### config.mk
export PLATFORM = sky130hd
export DESIGN_NAME = lane_pkt_framer
export DESIGN_NICKNAME = d
export VERILOG_FILES = /design/src/rtl/lane_framer_pkg.sv /design/src/rtl/lane_src_mux.sv /design/src/rtl/lane_word_fifo.sv /design/src/rtl/lane_framer_chan.sv /design/src/rtl/lane_pkt_framer.sv
export SDC_FILE = /design/constraint.sdc
export NUM_CORES = 2
export LEC_CHECK = 0
export ABC_AREA = 1
export BUFFER_PORTS_ARGS = -buffer_cell sky130_fd_sc_hd__buf_2
export CAP_MARGIN = 20
export CORE_MARGIN = 3
export CORE_UTILIZATION = 30
export CTS_BUF_LIST = sky130_fd_sc_hd__clkbuf_4
export DETAILED_ROUTE_END_ITERATION = 8
export PLACE_DENSITY = 0.44
export SYNTH_ARGS = -nofsm -noshare
export SYNTH_HDL_FRONTEND = slang
export SYNTH_SLANG_ARGS = --single-unit
### constraint.sdc
create_clock -name clk -period 6.83 [get_ports clk]
set_input_delay 1.0245 -clock clk [delete_from_list [all_inputs] [get_ports clk]]
set_output_delay 1.0245 -clock clk [all_outputs]
set_load 0.01 [all_outputs]
### src/rtl/lane_framer_pkg.sv
package lane_framer_pkg;
    localparam int WORD_W    = 32;
    localparam int HDR_WORDS = 4;
    localparam logic [7:0] HDR_TAG = 8'hD5;

    typedef enum logic [1:0] {
        CH_IDLE,
        CH_HDR,
        CH_DATA
    } ch_state_e;

    typedef struct packed {
        logic [63:0] ts;
        logic        inval;
    } pkt_meta_t;

    function automatic logic [WORD_W-1:0] hdr_word(
        input logic [1:0]        idx,
        input logic [7:0]        lane,
        input pkt_meta_t         meta,
        input logic [WORD_W-1:0] len
    );
        case (idx)
            2'd0:    hdr_word = {HDR_TAG, 7'd0, meta.inval, 8'd0, lane};
            2'd1:    hdr_word = meta.ts[31:0];
            2'd2:    hdr_word = meta.ts[63:32];
            default: hdr_word = len;
        endcase
    endfunction
endpackage

### src/rtl/lane_src_mux.sv
module lane_src_mux #(
    parameter int N_IN  = 16,
    parameter int SEL_W = 4
) (
    input  logic [N_IN*32-1:0] in_data,
    input  logic [N_IN-1:0]    in_valid,
    input  logic [SEL_W-1:0]   sel,
    output logic [31:0]        data,
    output logic               valid
);
    always_comb begin
        data  = '0;
        valid = 1'b0;
        for (int i = 0; i < N_IN; i++) begin
            if (sel == SEL_W'(i)) begin
                data  = in_data[i*32 +: 32];
                valid = in_valid[i];
            end
        end
    end
endmodule

### src/rtl/lane_word_fifo.sv
module lane_word_fifo #(
    parameter int DEPTH = 16,
    parameter int W     = 32
) (
    input  logic         clk,
    input  logic         rst,
    input  logic         push,
    input  logic [W-1:0] din,
    input  logic         pop,
    output logic [W-1:0] dout,
    output logic         full,
    output logic         empty
);
    localparam int AW = (DEPTH > 1) ? $clog2(DEPTH) : 1;

    logic [W-1:0]  mem [DEPTH];
    logic [AW-1:0] wr_ptr, rd_ptr;
    logic [AW:0]   cnt;
    logic          do_push, do_pop;

    assign full    = (cnt == (AW+1)'(DEPTH));
    assign empty   = (cnt == '0);
    assign do_push = push && !full;
    assign do_pop  = pop && !empty;
    assign dout    = mem[rd_ptr];

    always_ff @(posedge clk) begin
        if (do_push) mem[wr_ptr] <= din;
    end

    always_ff @(posedge clk) begin
        if (rst) begin
            wr_ptr <= '0;
            rd_ptr <= '0;
            cnt    <= '0;
        end else begin
            if (do_push) wr_ptr <= (wr_ptr == AW'(DEPTH-1)) ? '0 : wr_ptr + 1'b1;
            if (do_pop)  rd_ptr <= (rd_ptr == AW'(DEPTH-1)) ? '0 : rd_ptr + 1'b1;
            cnt <= cnt + (AW+1)'(do_push) - (AW+1)'(do_pop);
        end
    end
endmodule

### src/rtl/lane_framer_chan.sv
module lane_framer_chan
    import lane_framer_pkg::*;
#(
    parameter int LANE_ID    = 0,
    parameter int SEL_W      = 4,
    parameter int FRAME_BITS = 10,
    parameter int FIFO_DEPTH = 16,
    parameter int LEN_W      = 16
) (
    input  logic             clk,
    input  logic             rst,
    input  logic             go,
    input  logic [SEL_W-1:0] sel_in,
    input  logic             hdr_en,
    input  logic             freeze,
    input  logic [63:0]      timestamp,
    input  logic [LEN_W-1:0] pkt_len,
    output logic [SEL_W-1:0] sel_q,
    input  logic [31:0]      s_data,
    input  logic             s_valid,
    output logic [31:0]      out_data,
    output logic             out_valid,
    output logic             out_last,
    input  logic             out_ready,
    output logic             overflow,
    output logic             active
);
    ch_state_e            st;
    pkt_meta_t            meta;
    logic [LEN_W-1:0]     len_q, cap_cnt, emit_cnt;
    logic [FRAME_BITS-1:0] tx_cnt;
    logic [1:0]           hdr_idx;
    logic                 f_full, f_empty, f_push, f_pop, cap_on, hs, data_last;
    logic [31:0]          f_dout;

    assign active    = (st != CH_IDLE);
    assign cap_on    = active && (cap_cnt != len_q);
    assign f_push    = cap_on && s_valid && !f_full;
    assign out_valid = (st == CH_HDR) || ((st == CH_DATA) && !f_empty);
    assign hs        = out_valid && out_ready;
    assign f_pop     = (st == CH_DATA) && hs;
    assign data_last = (emit_cnt == len_q - LEN_W'(1)) || (&tx_cnt);
    assign out_last  = (st == CH_HDR) ? (hdr_idx == 2'd3) : data_last;
    assign out_data  = (st == CH_HDR)
                     ? hdr_word(hdr_idx, 8'(LANE_ID), meta, 32'(len_q))
                     : f_dout;

    lane_word_fifo #(.DEPTH(FIFO_DEPTH), .W(32)) u_fifo (
        .clk(clk), .rst(rst),
        .push(f_push), .din(s_data),
        .pop(f_pop), .dout(f_dout),
        .full(f_full), .empty(f_empty)
    );

    always_ff @(posedge clk) begin
        if (rst) begin
            st       <= CH_IDLE;
            meta     <= '0;
            len_q    <= '0;
            sel_q    <= '0;
            cap_cnt  <= '0;
            emit_cnt <= '0;
            tx_cnt   <= '0;
            hdr_idx  <= '0;
            overflow <= 1'b0;
        end else begin
            if (cap_on && s_valid && f_full) overflow <= 1'b1;
            if (f_push) cap_cnt <= cap_cnt + 1'b1;
            case (st)
                CH_IDLE: begin
                    if (go) begin
                        st         <= hdr_en ? CH_HDR : CH_DATA;
                        meta.ts    <= timestamp;
                        meta.inval <= freeze;
                        len_q      <= pkt_len;
                        sel_q      <= sel_in;
                        cap_cnt    <= '0;
                        emit_cnt   <= '0;
                        tx_cnt     <= '0;
                        hdr_idx    <= '0;
                    end
                end
                CH_HDR: begin
                    if (hs) begin
                        hdr_idx <= hdr_idx + 1'b1;
                        if (hdr_idx == 2'd3) st <= CH_DATA;
                    end
                end
                default: begin
                    if (hs) begin
                        emit_cnt <= emit_cnt + 1'b1;
                        tx_cnt   <= tx_cnt + 1'b1;
                        if (emit_cnt == len_q - LEN_W'(1)) st <= CH_IDLE;
                    end
                end
            endcase
        end
    end
endmodule

### src/rtl/lane_pkt_framer.sv
module lane_pkt_framer
    import lane_framer_pkg::*;
#(
    parameter int N_IN       = 16,
    parameter int N_OUT      = 4,
    parameter int FRAME_BITS = 10,
    parameter int FIFO_DEPTH = 16,
    parameter int LEN_W      = 16,
    localparam int SEL_W     = (N_IN > 1) ? $clog2(N_IN) : 1
) (
    input  logic                   clk,
    input  logic                   rst,
    input  logic [N_IN*32-1:0]     in_data,
    input  logic [N_IN-1:0]        in_valid,
    input  logic [N_OUT*SEL_W-1:0] sel,
    input  logic [N_OUT-1:0]       lane_en,
    input  logic [LEN_W-1:0]       pkt_len,
    input  logic                   hdr_en,
    input  logic                   freeze,
    input  logic [63:0]            timestamp,
    input  logic                   start,
    output logic [N_OUT*32-1:0]    out_data,
    output logic [N_OUT-1:0]       out_valid,
    output logic [N_OUT-1:0]       out_last,
    input  logic [N_OUT-1:0]       out_ready,
    output logic [N_OUT-1:0]       overflow,
    output logic                   busy,
    output logic                   done
);
    logic [N_OUT-1:0] lane_act;
    logic             busy_q;
    logic             start_ok;

    assign busy     = |lane_act;
    assign start_ok = start && !busy;
    assign done     = busy_q && !busy;

    always_ff @(posedge clk) begin
        if (rst) busy_q <= 1'b0;
        else     busy_q <= busy;
    end

    for (genvar g = 0; g < N_OUT; g++) begin : g_lane
        logic [SEL_W-1:0] sel_q;
        logic [31:0]      s_data;
        logic             s_valid;

        lane_src_mux #(.N_IN(N_IN), .SEL_W(SEL_W)) u_mux (
            .in_data(in_data), .in_valid(in_valid), .sel(sel_q),
            .data(s_data), .valid(s_valid)
        );

        lane_framer_chan #(
            .LANE_ID(g), .SEL_W(SEL_W), .FRAME_BITS(FRAME_BITS),
            .FIFO_DEPTH(FIFO_DEPTH), .LEN_W(LEN_W)
        ) u_chan (
            .clk(clk), .rst(rst),
            .go(start_ok && lane_en[g]),
            .sel_in(sel[g*SEL_W +: SEL_W]),
            .hdr_en(hdr_en), .freeze(freeze), .timestamp(timestamp),
            .pkt_len(pkt_len), .sel_q(sel_q),
            .s_data(s_data), .s_valid(s_valid),
            .out_data(out_data[g*32 +: 32]), .out_valid(out_valid[g]),
            .out_last(out_last[g]), .out_ready(out_ready[g]),
            .overflow(overflow[g]), .active(lane_act[g])
        );
    end
endmodule

==> flow_summary.yaml <==
outcome:
  status: "complete, no violations"
global_routing:
  grt_max_degree: 159
  grt_pass1_wl_mm: 871
  first_global_vias: 104277
  grtUsageTotal: 0.294
  antenna_found_initial: 372
  grt_overflow: 0
cells_and_area:
  drive_gt1_frac: 0.167
  area_delta_synth_final_pct: 18.6
  fin_nets: 15291
sta:
  hold_viol: 0
  max_slew_margin: 0.202
  period_share: 0.887
  setup_violations: 0
  slew_viol_final: 0
  rsz0062_at_grt: "no"
  setup_ws_ns: 0.775
  skew_ns: 0.160
  tightest_slew_ns: 1.19
  hold-worst-slack_ns: 0.106
  fmax_mhz: 165
  fin_crit_ns: 6.06
  tns_ns: 0
clocking:
  htree_num_levels: 6
  cts_max_path_buffers: 4
  cts_setup_buffers: 0
  postCtsHoldBufs: 166
  cts_buffers: 719
  cts.sinks: 2645
  cts_resized: 0
  clkTransAtPathRegs_ns: 0.07
  cts_tree: "yes"
  cts_root_buf: "clkbuf_4"
  worstSkewPairLatency_ns: 1.65
drt:
  routed_via_density: 5.44
  drcViolationCount: 0
  detail-route-antenna-nets: 0
  wire_per_inst_um: 31.0
  dr.pass1.iters: 6
  totalWireLength_mm: 646
  via_count: 113415
  drt_iter0_markers: 13739
flow_run:
  maxCapViolCount: 0
placement:
  dp_worst_setup_slack_ns: 1.83
  dpl.hpwl_mm: 465
  io_buffers: 778
  gp_congestion: 0.989
worst_hold_path:
  hold_path_class: "in -> reg"
power:
  ir_drop_mv: 0.220
  power.density_nw_per_um2: 380
  leakagePower_nw: 52.6
setup_path:
  criticalPathCategory: "reg -> out"
  endpoint_kind: "output pin"
  cp_max_fo: 100
  crit_end: "out_data[49]"
  rrSetupSlack_ns: 1.69
  cp.arrival_ns: 5.03
  cp_data_required_time_ns: 5.81
  ff2ff_path_depth: 15
  startpoint_type: "flip-flop"
  r2r_end: "g_lane[2].u_chan.u_fifo.mem[4][9]"
  reg2reg_from: "g_lane[2].u_chan.sel_q[0]"
yosys:
  syn_nets: 14115
  async_reset_ff_frac: 0
  synth-edff-count: 2048
  ys_warn_count: 0
  synth-xor-area-share: 0.0142
  synth-seq-cells: 2645
  synthFlopType: "edfxtp_1"
  syn_area_um2: 124000
  synthAdderAreaFrac: 0.00810
  seq_area_frac_synth: 0.591
  synth_compound_area_frac: 0.161
  ys_types: 58
  postSynthCellCount: 13400
  synth_top_family_by_area: "simple AND/OR/NAND/NOR gates"
  synth.area.mux_share: 0
  synth.avg_cell_area_um2: 9.27
  synth-simple-area-share: 0.168
die:
  io_pins: 779
  coreArea_um2: 411000
  die_y_um: 649
  die_area_um2: 422000
  die_x_um: 649
  rows: 235
  start_util: 0.302
where the power goes:
part	switching, W	internal [W]
clock network	0.00707	0.00771
logic	0.0150	0.00441
registers	0.000632	0.0211
state kept, by name, summed over array words and instances, names as in the netlist, named ones only:
name and flops:
g_lane.u_chan.u_fifo.rd_ptr 16, g_lane.u_chan.tx_cnt 40, busy_q 1, g_lane.u_chan.len_q 64, g_lane.u_chan.st 8, g_lane.u_chan.u_fifo.cnt 20, g_lane.u_chan.cap_cnt 64, g_lane.u_chan.sel_q 16
g_lane.u_chan.u_fifo.mem 2048, g_lane.u_chan.overflow 4, g_lane.u_chan.emit_cnt 64, g_lane.u_chan.hdr_idx 8, g_lane.u_chan.u_fifo.wr_ptr 16, g_lane.u_chan.meta 260
cells by family after synthesis:
group	after synthesis
xor gates and xnor gates	202
and+or+nand+nor	5049
AOI/OAI and AO/OA	3567
DFF	2645
adders and majority gates	78
buffers and inverters	1859
cell usage in the layout (no fill, tap or decap), types with 74 or more instances in the layout:
| master | synthesis | layout |
|---|---|---|
| a21oi_1 | 741 | 739 |
| buf_2 | 15 | 777 |
| buf_4 | 12 | 303 |
| clkbuf_4 | 0 | 1119 |
| clkinv_1 | 16 | 109 |
| dfxtp_1 | 597 | 581 |
| diode_2 | 0 | 286 |
| dlygate4sd3_1 | 0 | 169 |
| edfxtp_1 | 2048 | 2048 |
| ha_1 | 74 | 74 |
| inv_1 | 991 | 980 |
| nand2_1 | 2051 | 2051 |
| nand3_1 | 333 | 333 |
| nand4_1 | 360 | 360 |
| nor2_1 | 2009 | 1903 |
| nor2_4 | 0 | 74 |
| nor3_1 | 170 | 170 |
| o211ai_1 | 86 | 86 |
| o21ai_0 | 1781 | 1781 |
| o221ai_1 | 151 | 151 |
| o22ai_1 | 632 | 632 |
| xor2_1 | 156 | 156 |
how the worst min path moves through the flow:
stage / slack (ns) / cells after the start / start / endpoint
final: 0.11 / 4 / in_data[434] / g_lane[0].u_chan.u_fifo.mem[15][18]
after global routing: 0.005 / 4 / in_data[434] / g_lane[0].u_chan.u_fifo.mem[15][18]
after CTS: 0.002 / 4 / in_data[442] / g_lane[1].u_chan.u_fifo.mem[2][26]
after detailed placement: 0.44 / 2 / g_lane[2].u_chan.meta[0] / g_lane[2].u_chan.meta[0]
after global placement: 0.43 / 2 / g_lane[0].u_chan.meta[0] / g_lane[0].u_chan.meta[0]
after floorplan: 0.42 / 2 / g_lane[0].u_chan.meta[57] / g_lane[0].u_chan.meta[57]
cell usage after synthesis (43+ instances only):
library cell | number | area share
edfxtp_1 | 2048 | 0.50
nand4_1 | 360 | 0.018
inv_1 | 991 | 0.030
a21oi_1 | 741 | 0.030
o21ai_0 | 1781 | 0.072
xnor2_1 | 46 | 0.0032
ha_1 | 74 | 0.0075
clkbuf_1 | 758 | 0.023
nor2_1 | 2009 | 0.061
o221ai_1 | 151 | 0.011
buf_1 | 43 | 0.0013
xor2_1 | 156 | 0.011
o22ai_1 | 632 | 0.032
nor3_1 | 170 | 0.0069
nand2_1 | 2051 | 0.062
dfxtp_1 | 597 | 0.096
o211ai_1 | 86 | 0.0052
nand3_1 | 333 | 0.013
cell type report:
type,count,area (µm²)
clock buffers,1119,8400
inverters,1030,3910
well taps,5451,6820
clock inverters,154,980
diodes,286,716
flip-flops and latches,2645,73500
repair buffers,1284,8560
fillers,42951,264000
multi-input cells,8896,44400
through the flow:
step | std cells | cell area (µm²) | total power [W] | utilization
3_5_place_dp | 19130 | 135000 | 0.0407 | 0.329
6_report | 20865 | 147000 | 0.0559 | 0.358
2_1_floorplan | 13400 | 124000 | 0.0305 | -
4_1_cts | 20569 | 146000 | 0.0557 | 0.356
3_3_place_gp | 19114 | 135000 | 0.0406 | 0.328
5_1_grt | 20776 | 147000 | 0.0581 | 0.358
per-layer routing:
layer	vias to the layer above	share of wire	global-route usage
li1	50315	-	-
met1	55485	0.39	0.366
met2	5983	0.45	0.456
met3	1494	0.080	0.0564
met4	138	0.076	0.210
met5	-	0.0014	0
critical path, stage by stage (launching register included):
cell	delay, ns
dfxtp_4	0.60
clkinv_4	0.72
buf_4	0.49
o21ai_0	0.18
o22ai_1	0.08
o21ai_0	0.57
nand2_1	0.21
a32o_1	0.34
buf_2	0.15
Note: power is estimated with default switching activity, not from simulation.
